File: config.mk
export PLATFORM = sky130hd
export DESIGN_NAME = serial_status_unit
export DESIGN_NICKNAME = d
export VERILOG_FILES = /design/src/rtl/sfc_pkg.sv /design/src/rtl/sfc_tx.sv /design/src/rtl/sfc_rx.sv /design/src/rtl/sfc_status.sv /design/src/rtl/serial_status_unit.sv
export SDC_FILE = /design/constraint.sdc
export NUM_CORES = 1
export LEC_CHECK = 0
export ABC_CLOCK_PERIOD_IN_PS = 2150
export CAP_MARGIN = 25
export CORE_MARGIN = 10
export CORE_UTILIZATION = 42
export CTS_CLUSTER_SIZE = 20
export DETAILED_ROUTE_END_ITERATION = 12
export GPL_TIMING_DRIVEN = 0
export MAX_ROUTING_LAYER = met4
export PLACE_DENSITY = 0.64
export RECOVER_POWER = 50
export SYNTH_ARGS = -nofsm -noshare
export SYNTH_HDL_FRONTEND = slang
export SYNTH_SLANG_ARGS = --single-unit
File: constraint.sdc
create_clock -name clk -period 2.15 [get_ports clk]
set_input_delay 0.43 -clock clk [delete_from_list [all_inputs] [get_ports clk]]
set_output_delay 0.43 -clock clk [all_outputs]
set_load 0.02 [all_outputs]
File: src/rtl/sfc_pkg.sv
`timescale 1ns/1ps
package sfc_pkg;
  localparam int unsigned ADDR_W = 2;
  localparam int unsigned CTRL_W = 5;

  localparam logic [ADDR_W-1:0] A_CTRL = 2'd0;
  localparam logic [ADDR_W-1:0] A_TXD  = 2'd1;
  localparam logic [ADDR_W-1:0] A_STAT = 2'd2;
  localparam logic [ADDR_W-1:0] A_RXD  = 2'd3;

  localparam int unsigned C_RXEN = 0;
  localparam int unsigned C_TXEN = 1;
  localparam int unsigned C_PEN  = 2;
  localparam int unsigned C_PODD = 3;
  localparam int unsigned C_SYNC = 4;

  typedef struct packed {
    logic tx_done;
    logic par_fault;
    logic rx_full;
    logic tx_empty;
  } stat_t;

  localparam int unsigned STAT_W = $bits(stat_t);
  localparam int unsigned ARM_W  = STAT_W - 1;
endpackage

File: src/rtl/sfc_tx.sv
`timescale 1ns/1ps
module sfc_tx #(
  parameter int unsigned DATA_W = 8
) (
  input  logic              clk,
  input  logic              rst_n,
  input  logic              abort,
  input  logic              tick,
  input  logic              go,
  input  logic              sync_mode,
  input  logic              par_en,
  input  logic              par_odd,
  input  logic [DATA_W-1:0] data,
  output logic              load,
  output logic              last,
  output logic              line
);
  localparam int unsigned FRAME_W = DATA_W + 3;
  localparam int unsigned CNT_W   = $clog2(FRAME_W + 1);

  logic               busy_q;
  logic [FRAME_W-1:0] frame_q, frame_d;
  logic [CNT_W-1:0]   rem_q, len_d;
  logic               par_bit;

  always_comb begin
    par_bit = (^data) ^ par_odd;
    frame_d = '1;
    len_d   = CNT_W'(DATA_W + 2);
    if (sync_mode) begin
      frame_d[DATA_W-1:0] = data;
      len_d = CNT_W'(DATA_W);
    end else if (par_en) begin
      frame_d = {1'b1, par_bit, data, 1'b0};
      len_d = CNT_W'(DATA_W + 3);
    end else begin
      frame_d = {2'b11, data, 1'b0};
    end
  end

  assign load = !busy_q && go && !abort;
  assign last = busy_q && tick && (rem_q == CNT_W'(1));
  assign line = busy_q ? frame_q[0] : 1'b1;

  always_ff @(posedge clk) begin
    if (!rst_n || abort) begin
      busy_q  <= 1'b0;
      frame_q <= '1;
      rem_q   <= '0;
    end else if (load) begin
      busy_q  <= 1'b1;
      frame_q <= frame_d;
      rem_q   <= len_d;
    end else if (busy_q && tick) begin
      if (rem_q == CNT_W'(1)) begin
        busy_q <= 1'b0;
      end else begin
        frame_q <= {1'b1, frame_q[FRAME_W-1:1]};
        rem_q   <= rem_q - CNT_W'(1);
      end
    end
  end

  // a frame only ends on a tick boundary or by abort
  assert_tx_ends_on_tick_R2: assert property (@(posedge clk) disable iff (!rst_n)
    $fell(busy_q) |-> ($past(tick) || $past(abort)));
  // a load is always followed by an active shifter
  assert_tx_load_starts_R3: assert property (@(posedge clk) disable iff (!rst_n)
    load |=> (busy_q || $past(abort)));
endmodule

File: src/rtl/sfc_rx.sv
`timescale 1ns/1ps
module sfc_rx #(
  parameter int unsigned DATA_W = 8
) (
  input  logic              clk,
  input  logic              rst_n,
  input  logic              abort,
  input  logic              hold,
  input  logic              tick,
  input  logic              line,
  input  logic              sync_mode,
  input  logic              par_en,
  input  logic              par_odd,
  output logic              done,
  output logic              bad,
  output logic [DATA_W-1:0] rx_byte
);
  localparam int unsigned CNT_W = $clog2(DATA_W + 3);

  logic [CNT_W-1:0]  cnt_q, stop_pos;
  logic [DATA_W-1:0] sh_q, sh_next;
  logic              pbit_q;

  assign stop_pos = par_en ? CNT_W'(DATA_W + 2) : CNT_W'(DATA_W + 1);
  assign sh_next  = {line, sh_q[DATA_W-1:1]};

  always_ff @(posedge clk) begin
    if (!rst_n) begin
      cnt_q   <= '0;
      sh_q    <= '0;
      pbit_q  <= 1'b0;
      done    <= 1'b0;
      bad     <= 1'b0;
      rx_byte <= '0;
    end else begin
      done <= 1'b0;
      if (abort) begin
        cnt_q <= '0;
      end else if (tick) begin
        if (sync_mode) begin
          if (cnt_q != '0 || !hold) begin
            sh_q <= sh_next;
            if (cnt_q == CNT_W'(DATA_W - 1)) begin
              cnt_q   <= '0;
              done    <= 1'b1;
              bad     <= 1'b0;
              rx_byte <= sh_next;
            end else begin
              cnt_q <= cnt_q + CNT_W'(1);
            end
          end
        end else if (cnt_q == '0) begin
          if (!hold && !line) cnt_q <= CNT_W'(1);
        end else if (cnt_q <= CNT_W'(DATA_W)) begin
          sh_q  <= sh_next;
          cnt_q <= cnt_q + CNT_W'(1);
        end else if (cnt_q == stop_pos) begin
          cnt_q   <= '0;
          done    <= 1'b1;
          rx_byte <= sh_q;
          bad     <= par_en && ((^{sh_q, pbit_q}) != par_odd);
        end else begin
          pbit_q <= line;
          cnt_q  <= cnt_q + CNT_W'(1);
        end
      end
    end
  end

  // with a parity fault pending, an idle receiver stays idle
  assert_rx_held_idle_R10: assert property (@(posedge clk) disable iff (!rst_n)
    (hold && cnt_q == '0) |=> (cnt_q == '0));
  // completion is a single-cycle pulse
  assert_rx_done_pulse_R8: assert property (@(posedge clk) disable iff (!rst_n)
    done |=> !done);
endmodule

File: src/rtl/sfc_status.sv
`timescale 1ns/1ps
module sfc_status
  import sfc_pkg::*;
(
  input  logic             clk,
  input  logic             rst_n,
  input  logic             standby,
  input  logic             tx_en,
  input  logic             st_rd,
  input  logic             st_wr,
  input  logic [ARM_W-1:0] wr_bits,
  input  logic             dma_wr,
  input  logic             tx_load,
  input  logic             tx_last,
  input  logic             rx_done,
  input  logic             rx_bad,
  output stat_t            stat
);
  logic [ARM_W-1:0] arm_q, live, clr;
  stat_t            st_q;

  assign live = {st_q.par_fault, st_q.rx_full, st_q.tx_empty};
  assign clr  = {ARM_W{st_wr}} & arm_q & ~wr_bits;
  assign stat = st_q;

  always_ff @(posedge clk) begin
    if (!rst_n || standby) begin
      arm_q          <= '0;
      st_q.tx_empty  <= 1'b1;
      st_q.rx_full   <= 1'b0;
      st_q.par_fault <= 1'b0;
      st_q.tx_done   <= 1'b1;
    end else begin
      if (st_wr)      arm_q <= '0;
      else if (st_rd) arm_q <= arm_q | live;

      if (dma_wr)       st_q.tx_empty <= 1'b0;
      else if (tx_load) st_q.tx_empty <= 1'b1;
      else if (clr[0])  st_q.tx_empty <= 1'b0;

      if (!tx_en)                         st_q.tx_done <= 1'b1;
      else if (dma_wr || clr[0])          st_q.tx_done <= 1'b0;
      else if (tx_last && st_q.tx_empty)  st_q.tx_done <= 1'b1;

      if (rx_done && !rx_bad) st_q.rx_full <= 1'b1;
      else if (clr[1])        st_q.rx_full <= 1'b0;

      if (rx_done && rx_bad) st_q.par_fault <= 1'b1;
      else if (clr[2])       st_q.par_fault <= 1'b0;
    end
  end

  // receive full only drops through an armed write or standby
  assert_clear_needs_arm_R6: assert property (@(posedge clk) disable iff (!rst_n)
    $fell(st_q.rx_full) |-> ($past(standby) || $past(st_wr && arm_q[1])));
  // a bad frame raises the fault and leaves receive full alone
  assert_bad_frame_R9: assert property (@(posedge clk) disable iff (!rst_n)
    (rx_done && rx_bad && !standby && !st_wr) |=>
      (st_q.par_fault && st_q.rx_full == $past(st_q.rx_full)));
  // finished only rises with nothing pending or transmit off
  assert_done_needs_empty_R4: assert property (@(posedge clk) disable iff (!rst_n)
    $rose(st_q.tx_done) |-> $past(!tx_en || standby || st_q.tx_empty));
endmodule

File: src/rtl/serial_status_unit.sv
`timescale 1ns/1ps
module serial_status_unit
  import sfc_pkg::*;
#(
  parameter int unsigned DATA_W = 8
) (
  input  logic              clk,
  input  logic              rst_n,
  input  logic              standby,
  input  logic              baud_tick,
  input  logic              bus_sel,
  input  logic              bus_rd,
  input  logic              bus_wr,
  input  logic [1:0]        bus_addr,
  input  logic [DATA_W-1:0] bus_wdata,
  output logic [DATA_W-1:0] bus_rdata,
  input  logic              dma_wr,
  input  logic [DATA_W-1:0] dma_data,
  input  logic              rx_line,
  output logic              tx_line
);
  logic [CTRL_W-1:0] ctrl_q;
  logic [DATA_W-1:0] tdr_q, rdr_q, rx_byte;
  logic              st_rd, st_wr, tx_go, tx_load, tx_last, rx_done, rx_bad;
  stat_t             stat;

  assign st_rd = bus_sel && bus_rd && (bus_addr == A_STAT);
  assign st_wr = bus_sel && bus_wr && (bus_addr == A_STAT);
  assign tx_go = ctrl_q[C_TXEN] && !stat.tx_empty &&
                 !(ctrl_q[C_SYNC] && stat.par_fault);

  always_ff @(posedge clk) begin
    if (!rst_n) begin
      ctrl_q <= '0;
      tdr_q  <= '0;
      rdr_q  <= '0;
    end else begin
      if (bus_sel && bus_wr && bus_addr == A_CTRL) ctrl_q <= bus_wdata[CTRL_W-1:0];
      if (dma_wr)                                  tdr_q  <= dma_data;
      else if (bus_sel && bus_wr && bus_addr == A_TXD) tdr_q <= bus_wdata;
      if (rx_done) rdr_q <= rx_byte;
    end
  end

  always_comb begin
    bus_rdata = '0;
    if (bus_sel && bus_rd) begin
      case (bus_addr)
        A_CTRL:  bus_rdata[CTRL_W-1:0] = ctrl_q;
        A_TXD:   bus_rdata = tdr_q;
        A_STAT:  bus_rdata[STAT_W-1:0] = stat;
        default: bus_rdata = rdr_q;
      endcase
    end
  end

  sfc_tx #(.DATA_W(DATA_W)) u_tx (
    .clk(clk), .rst_n(rst_n), .abort(standby || !ctrl_q[C_TXEN]),
    .tick(baud_tick), .go(tx_go), .sync_mode(ctrl_q[C_SYNC]),
    .par_en(ctrl_q[C_PEN]), .par_odd(ctrl_q[C_PODD]), .data(tdr_q),
    .load(tx_load), .last(tx_last), .line(tx_line)
  );

  sfc_rx #(.DATA_W(DATA_W)) u_rx (
    .clk(clk), .rst_n(rst_n), .abort(standby || !ctrl_q[C_RXEN]),
    .hold(stat.par_fault), .tick(baud_tick), .line(rx_line),
    .sync_mode(ctrl_q[C_SYNC]), .par_en(ctrl_q[C_PEN]), .par_odd(ctrl_q[C_PODD]),
    .done(rx_done), .bad(rx_bad), .rx_byte(rx_byte)
  );

  sfc_status u_stat (
    .clk(clk), .rst_n(rst_n), .standby(standby), .tx_en(ctrl_q[C_TXEN]),
    .st_rd(st_rd), .st_wr(st_wr), .wr_bits(bus_wdata[ARM_W-1:0]),
    .dma_wr(dma_wr), .tx_load(tx_load), .tx_last(tx_last),
    .rx_done(rx_done), .rx_bad(rx_bad), .stat(stat)
  );

  // standby leaves the flags at their reset pattern
  assert_standby_flags_R1: assert property (@(posedge clk) disable iff (!rst_n)
    standby |=> (stat.tx_empty && stat.tx_done && !stat.rx_full && !stat.par_fault));
  // synchronous mode never starts a byte while a fault is pending
  assert_sync_blocked_R11: assert property (@(posedge clk) disable iff (!rst_n)
    (ctrl_q[C_SYNC] && stat.par_fault) |-> !tx_load);
endmodule

Word level (Yosys, flattened, before mapping)
Cells that the tools add are included.
- output and inout port bits: 9
- input port bits: 27
- register bits: 67
- logic and storage cells: 164
- mux-type cells: 60
- equal/unequal tests: 12
- add/subtract/negate cells: 2
- $lt $le $gt $ge: 1
- bitwise logic cells: 13
- reductions and logical operators: 59
- operators by type and width (cell ; count):
    two-way mux 8 bit ; 14
    two-way mux 4 bit ; 11
    two-way mux 11 bit ; 3
    two-way mux 1 bit ; 26
    logical AND 1 bit ; 18
    nonzero test 2 bit ; 8
    case mux 4 bit (3 select lines) ; 1
    zero test 1 bit ; 10
    two-way mux 10 bit ; 1
    parity 9 bit ; 1
    inverter 1 bit ; 8
    OR reduction 2 bit ; 4
    parity 8 bit ; 1
    AND reduction 7 bit ; 1
    AND 3 bit ; 2
    logical OR 1 bit ; 6
    inequality test 2 bit, second input constant ; 3
    case mux 3 bit (2 select lines) ; 1
    AND reduction 6 bit ; 1
    AND reduction 5 bit ; 1
    adder 4 x 1 -> 4 bit, second input constant ; 1
    equality test 4 x 1 -> 1 bit, second input constant ; 1
    equality test 4 x 3 -> 1 bit, second input constant ; 1
    equality test 4 bit ; 1
    19 further kinds ; 22

Depth between registers and ports, before layout
- depth after elaboration: 7
- mapped depth: 8

Modules after synthesis
A second synthesis with hierarchy kept.
- cell total of the unflattened synthesis: 367
- area, all modules: 3562.2 µm²
- by module, submodules not included (module ; times used ; seq. area each (µm²) ; area each (µm²) ; cells an instance):
    sfc_rx ; 1 ; 460.4 ; 1212.4 ; 121
    serial_status_unit ; 1 ; 420.4 ; 1122.3 ; 110
    sfc_tx ; 1 ; 300.3 ; 952.2 ; 106
    sfc_status ; 1 ; 140.1 ; 275.3 ; 30

Least setup slack after synthesis
Ideal clock, no wire load.
- path kind: reg2out
- from: register ctrl_q[4]
- to: output port bus_rdata[4]
- path slack: 304 ps
- arrival: 1416 ps
- required time: 1720 ps
- buffers on the path: 2
- stages on the path, launching flop included: 7
- cells stage by stage: dfxtp_1 -> buf_2 -> buf_1 -> mux2i_1 -> nor2_1 -> a31oi_1 -> nor2_1
- longest elaborated chain between the ends: 2
- RTL lines (what ; line ; source):
    start, declared ; serial_status_unit.sv:22 ; logic [CTRL_W-1:0] ctrl_q;
    start signal, assigned ; serial_status_unit.sv:38 ; if (bus_sel && bus_wr && bus_addr == A_CTRL) ctrl_q <= bus_wdata[CTRL_W-1:0];
    case mux 1 bit (3 select lines) ; serial_status_unit.sv:48 ; case (bus_addr)
    two-way mux 8 bit ; serial_status_unit.sv:47 ; if (bus_sel && bus_rd) begin
    end, declared ; serial_status_unit.sv:16 ; output logic [DATA_W-1:0] bus_rdata,
Every way passes these cells.

Worst setup path in the final report
- from: input port bus_addr[1]
- to: output port bus_rdata[1]
- longest elaborated chain between the ends: 3
- elaborated cells between the ends (all ways): 5
- those cells by class: 2 x eq/ne; 2 x mux; 1 x reduce/logical
- RTL lines (what ; line ; source):
    start, declared ; serial_status_unit.sv:14 ; input logic [1:0] bus_addr,
    equality test 2 bit, or another cell as far along ; serial_status_unit.sv:48 ;
    case mux 4 bit (3 select lines) (*) ; serial_status_unit.sv:48 ;
    two-way mux 8 bit (*) ; serial_status_unit.sv:47 ;
Mark *: on every way between the ends. The rest lies on a longest branch, timed or not.

==> impl_results.md <==
- Final Max Tran Viols: 0
- Post-placement cell area: 0.00386 mm^2
- WL final: 8280 um
- Hold crit path type: primary input to flip-flop
- Layout cells sized above 1: 10.8%
- Die height: 110 um
- Die X: 110 um
- Area delta synth->final: 20.1%
- Final setup skew: 0.00696 ns
- Seq cells post-synth: 66
- CORE AREA: 0.00781 mm^2
- Mean Syn Cell Area: 9.34 um^2
- Max Cap Viol: 0
- Drt pass-1 iters: 4
- Number of port buffers: 32
- Die area: 0.0121 mm^2
- ANT cells: 0
- Vias: 2784
- Critical path class: primary input to output port
- Setup slack after layout: 0.0661 ns
- HPWL after detailed placement: 6210 um
- Initial antenna violation count: 0
- Setup crit end kind: output port
- Worst r2r dst: u_rx.rx_byte[6]$_SDFFE_PN0P_
- H-tree Lvls: 3
- Max Fclk: 480 MHz
- CTS tree: done
- Post-layout instance area: 0.00410 mm^2
- Total CTS buffers: 9
- Fin nets: 444
- Syn Nets: 397
- GRT Total Usage: 14.8%
- Register area share after synthesis: 38.7%
- Post-Synthesis Cells: 366
- Worst Max-Slew Pin Slew: 0.966 ns
- Crit Path Max Fanout: 6
- Share of flip-flops with an asynchronous set or reset: 0%
- Place WS: -0.750 ns
- Worst setup path end: bus_rdata[1]
- Row cnt: 32
- Hold Vio Cnt, Final: 0
- Fin crit share: 96.9%
- Initial Utilization: 43.8%
- Main synth FF type: dfxtp_1
- Clk slew on worst S/H paths: 0.07 ns
- Drt via density: 5.35
- CTS max path bufs: 2
- Vias in the first global route: 2810
- Fill count: 747
- GPL Wtd Cong: 0.843
- RSZ-0062 raised after global routing: false
- Startpoint Class: primary input
- Mapped Area: 0.00342 mm^2
- Multi-input logic area: 0.00198 mm^2
- Largest net degree at the start of global routing: 12
- Reg2reg start: u_rx.cnt_q[0]$_SDFFE_PP0P_
- Reg area: 0.00132 mm^2
- Worst r2r path cells: 7
- Yosys cell types: 54
- 1st-iter DRT viols: 148
- VDD IR max: 0.414 mV
- Post-DRT Antenna Nets: 0
- Number of flops mapped to enable cells by yosys: 0
- WL/cell: 15.9 um
- PwrDens: 636 mW/mm^2
- Slew HR: 35.1%
- Status: finished, final reports clean
- First-pass GRT wire length: 13900 um
- Setup TNS: 0 ns
- Drc violations: 0
- Post-layout min period: 2.08 ns
- Crit path from: bus_addr[1]
- Ports: 36
- Endpoints failing setup: 0
- Clk_lat worst skew: 0.34 ns
- Worst endpoint data arrival time: 1.65 ns
- Root Buffer: clkbuf_8
- Clock sink count: 66
- Warnings from Yosys: 0
- Worst path required time: 1.72 ns
- GRT Residual Overflow: 0
- Worst reg-to-reg setup slack: 0.14 ns
- Static leakage: 1.53 nW
cell usage after synthesis, drive strengths merged, types with 2 or more instances:
library cell / count / area (um^2)
a2111o: 2 / 22.5
a21boi: 8 / 60.1
a21oi: 15 / 97.6
a221o: 7 / 70.1
a31oi: 2 / 12.5
and2: 9 / 56.3
and3: 2 / 12.5
buf: 10 / 50.1
clkbuf: 9 / 33.8
dfxtp: 66 / 1320
ha: 4 / 50.1
inv: 6 / 22.5
mux2i: 42 / 420
mux4: 4 / 90.1
nand2: 38 / 143
nand2b: 7 / 43.8
nand3: 4 / 20.0
nand4b: 2 / 17.5
nor2: 18 / 70.1
nor2b: 23 / 144
nor3: 3 / 20.0
nor3b: 2 / 15.0
o211a: 8 / 80.1
o211ai: 2 / 28.8
o21ai: 34 / 170
or3: 2 / 12.5
or3b: 4 / 37.5
xnor2: 12 / 105
xor2: 5 / 43.8
stage by stage:
step	util, %	std cells	total power [mW]	hold slack [ns]
floorplan	-	366	1.40	0.428
detailed placement	49.5	500	1.49	0.453
global placement	49.5	500	1.49	0.448
CTS	52.4	518	2.63	0.447
finish	52.6	520	2.61	0.458
global route	52.6	520	2.70	0.466
registers in the layout, indices dropped and copies added, names as in the netlist:
register	flops
u_tx.frame_q	10
rdr_q	8
tdr_q	8
u_rx.rx_byte	8
u_rx.sh_q	8
ctrl_q	5
u_rx.cnt_q	4
u_stat.stat	4
u_tx.rem_q	4
u_stat.arm_q	3
u_rx.bad	1
u_rx.done	1
u_rx.pbit_q	1
u_tx.busy_q	1
report_power, final:
part / leakage [nW] / internal, mW / total (mW) / switching [mW]
logic: 0.891 / 0.114 / 0.206 / 0.0924
clock network: 0.109 / 0.681 / 1.15 / 0.466
registers: 0.534 / 1.23 / 1.26 / 0.0223
cells by family after synthesis:
group,synth area share (%)
XOR/XNOR,5.02
buffers and inverters,3.11
multiplexers,14.9
flip-flops,38.7
adder cells (fa/ha/maj),1.46
AND/OR/NAND/NOR,19.0
AO/OA/AOI/OAI,17.8
final cells by class:
| class | instances | area share [%] |
|---|---|---|
| clock inverters | 5 | 1.89 |
| multi-input cells | 275 | 48.4 |
| repair buffers | 37 | 8.08 |
| flip-flops and latches | 66 | 32.2 |
| well taps | 102 | 3.11 |
| inverters | 6 | 0.549 |
| plain buffers | 18 | 2.38 |
| clock buffers | 11 | 3.45 |
worst min path at each step:
stage	startpoint	endpoint	slack [ns]	cells after the start
2_1_floorplan	u_stat.arm_q[2]$_SDFFE_PP0P_	u_stat.arm_q[2]$_SDFFE_PP0P_	0.43	2
3_3_place_gp	u_stat.arm_q[0]$_SDFFE_PP0P_	u_stat.arm_q[0]$_SDFFE_PP0P_	0.45	2
3_5_place_dp	u_stat.arm_q[0]$_SDFFE_PP0P_	u_stat.arm_q[0]$_SDFFE_PP0P_	0.45	2
4_1_cts	baud_tick	u_rx.done$_SDFF_PP0_	0.45	2
5_1_grt	baud_tick	u_rx.done$_SDFF_PP0_	0.47	2
6_report	baud_tick	u_rx.done$_SDFF_PP0_	0.46	2
worst max-delay path, stage by stage:
cell	delay [ns]
dlygate4sd2_1	0.26
buf_6	0.15
mux4_2	0.51
nor2b_1	0.14
buf_2	0.16
routing by layer:
layer	global-route usage (%)	part of all wire (%)	wire (um)	up-vias
met1	18.9	49	4020	1319
met3	3.60	3.3	275	11
met5	-	0	0	-
met2	22.8	47	3870	45
met4	4.31	1.4	114	0
li1	-	-	-	1409
placed cells by master (no fill, tap or decap), types with 3 or more instances in the layout:
cell             Yosys  routed
mux4_2               4       4
clkbuf_1             9      11
and2_1               9       3
nor3_1               2       3
buf_2                7       6
a21boi_1             8       8
xor2_1               5       5
buf_4                1       7
dfxtp_1             66      66
nand3_1              4       4
o211a_1              8       8
mux2i_1             42      42
nor2b_1             23      23
ha_1                 4       4
and2_0               0       6
o21ai_1             10       9
nand2b_1             7       7
nor2_1              17      17
clkbuf_8             0      10
nand2_1             38      38
inv_1                6       6
o21ai_0             24      25
a221o_1              7       7
a21oi_1             13      13
xnor2_1             12      12
clkdlybuf4s50_1      0      22
what timing repair did:
action / 4_1_cts / 5_1_grt
setup endpoints to repair: 8 / 15
pin swaps: 0 / 1
hold buffers: 0 / 0
setup buffers: 2 / 3
resized for setup: 25 / 8
Note: power is estimated with default switching activity, not from simulation.
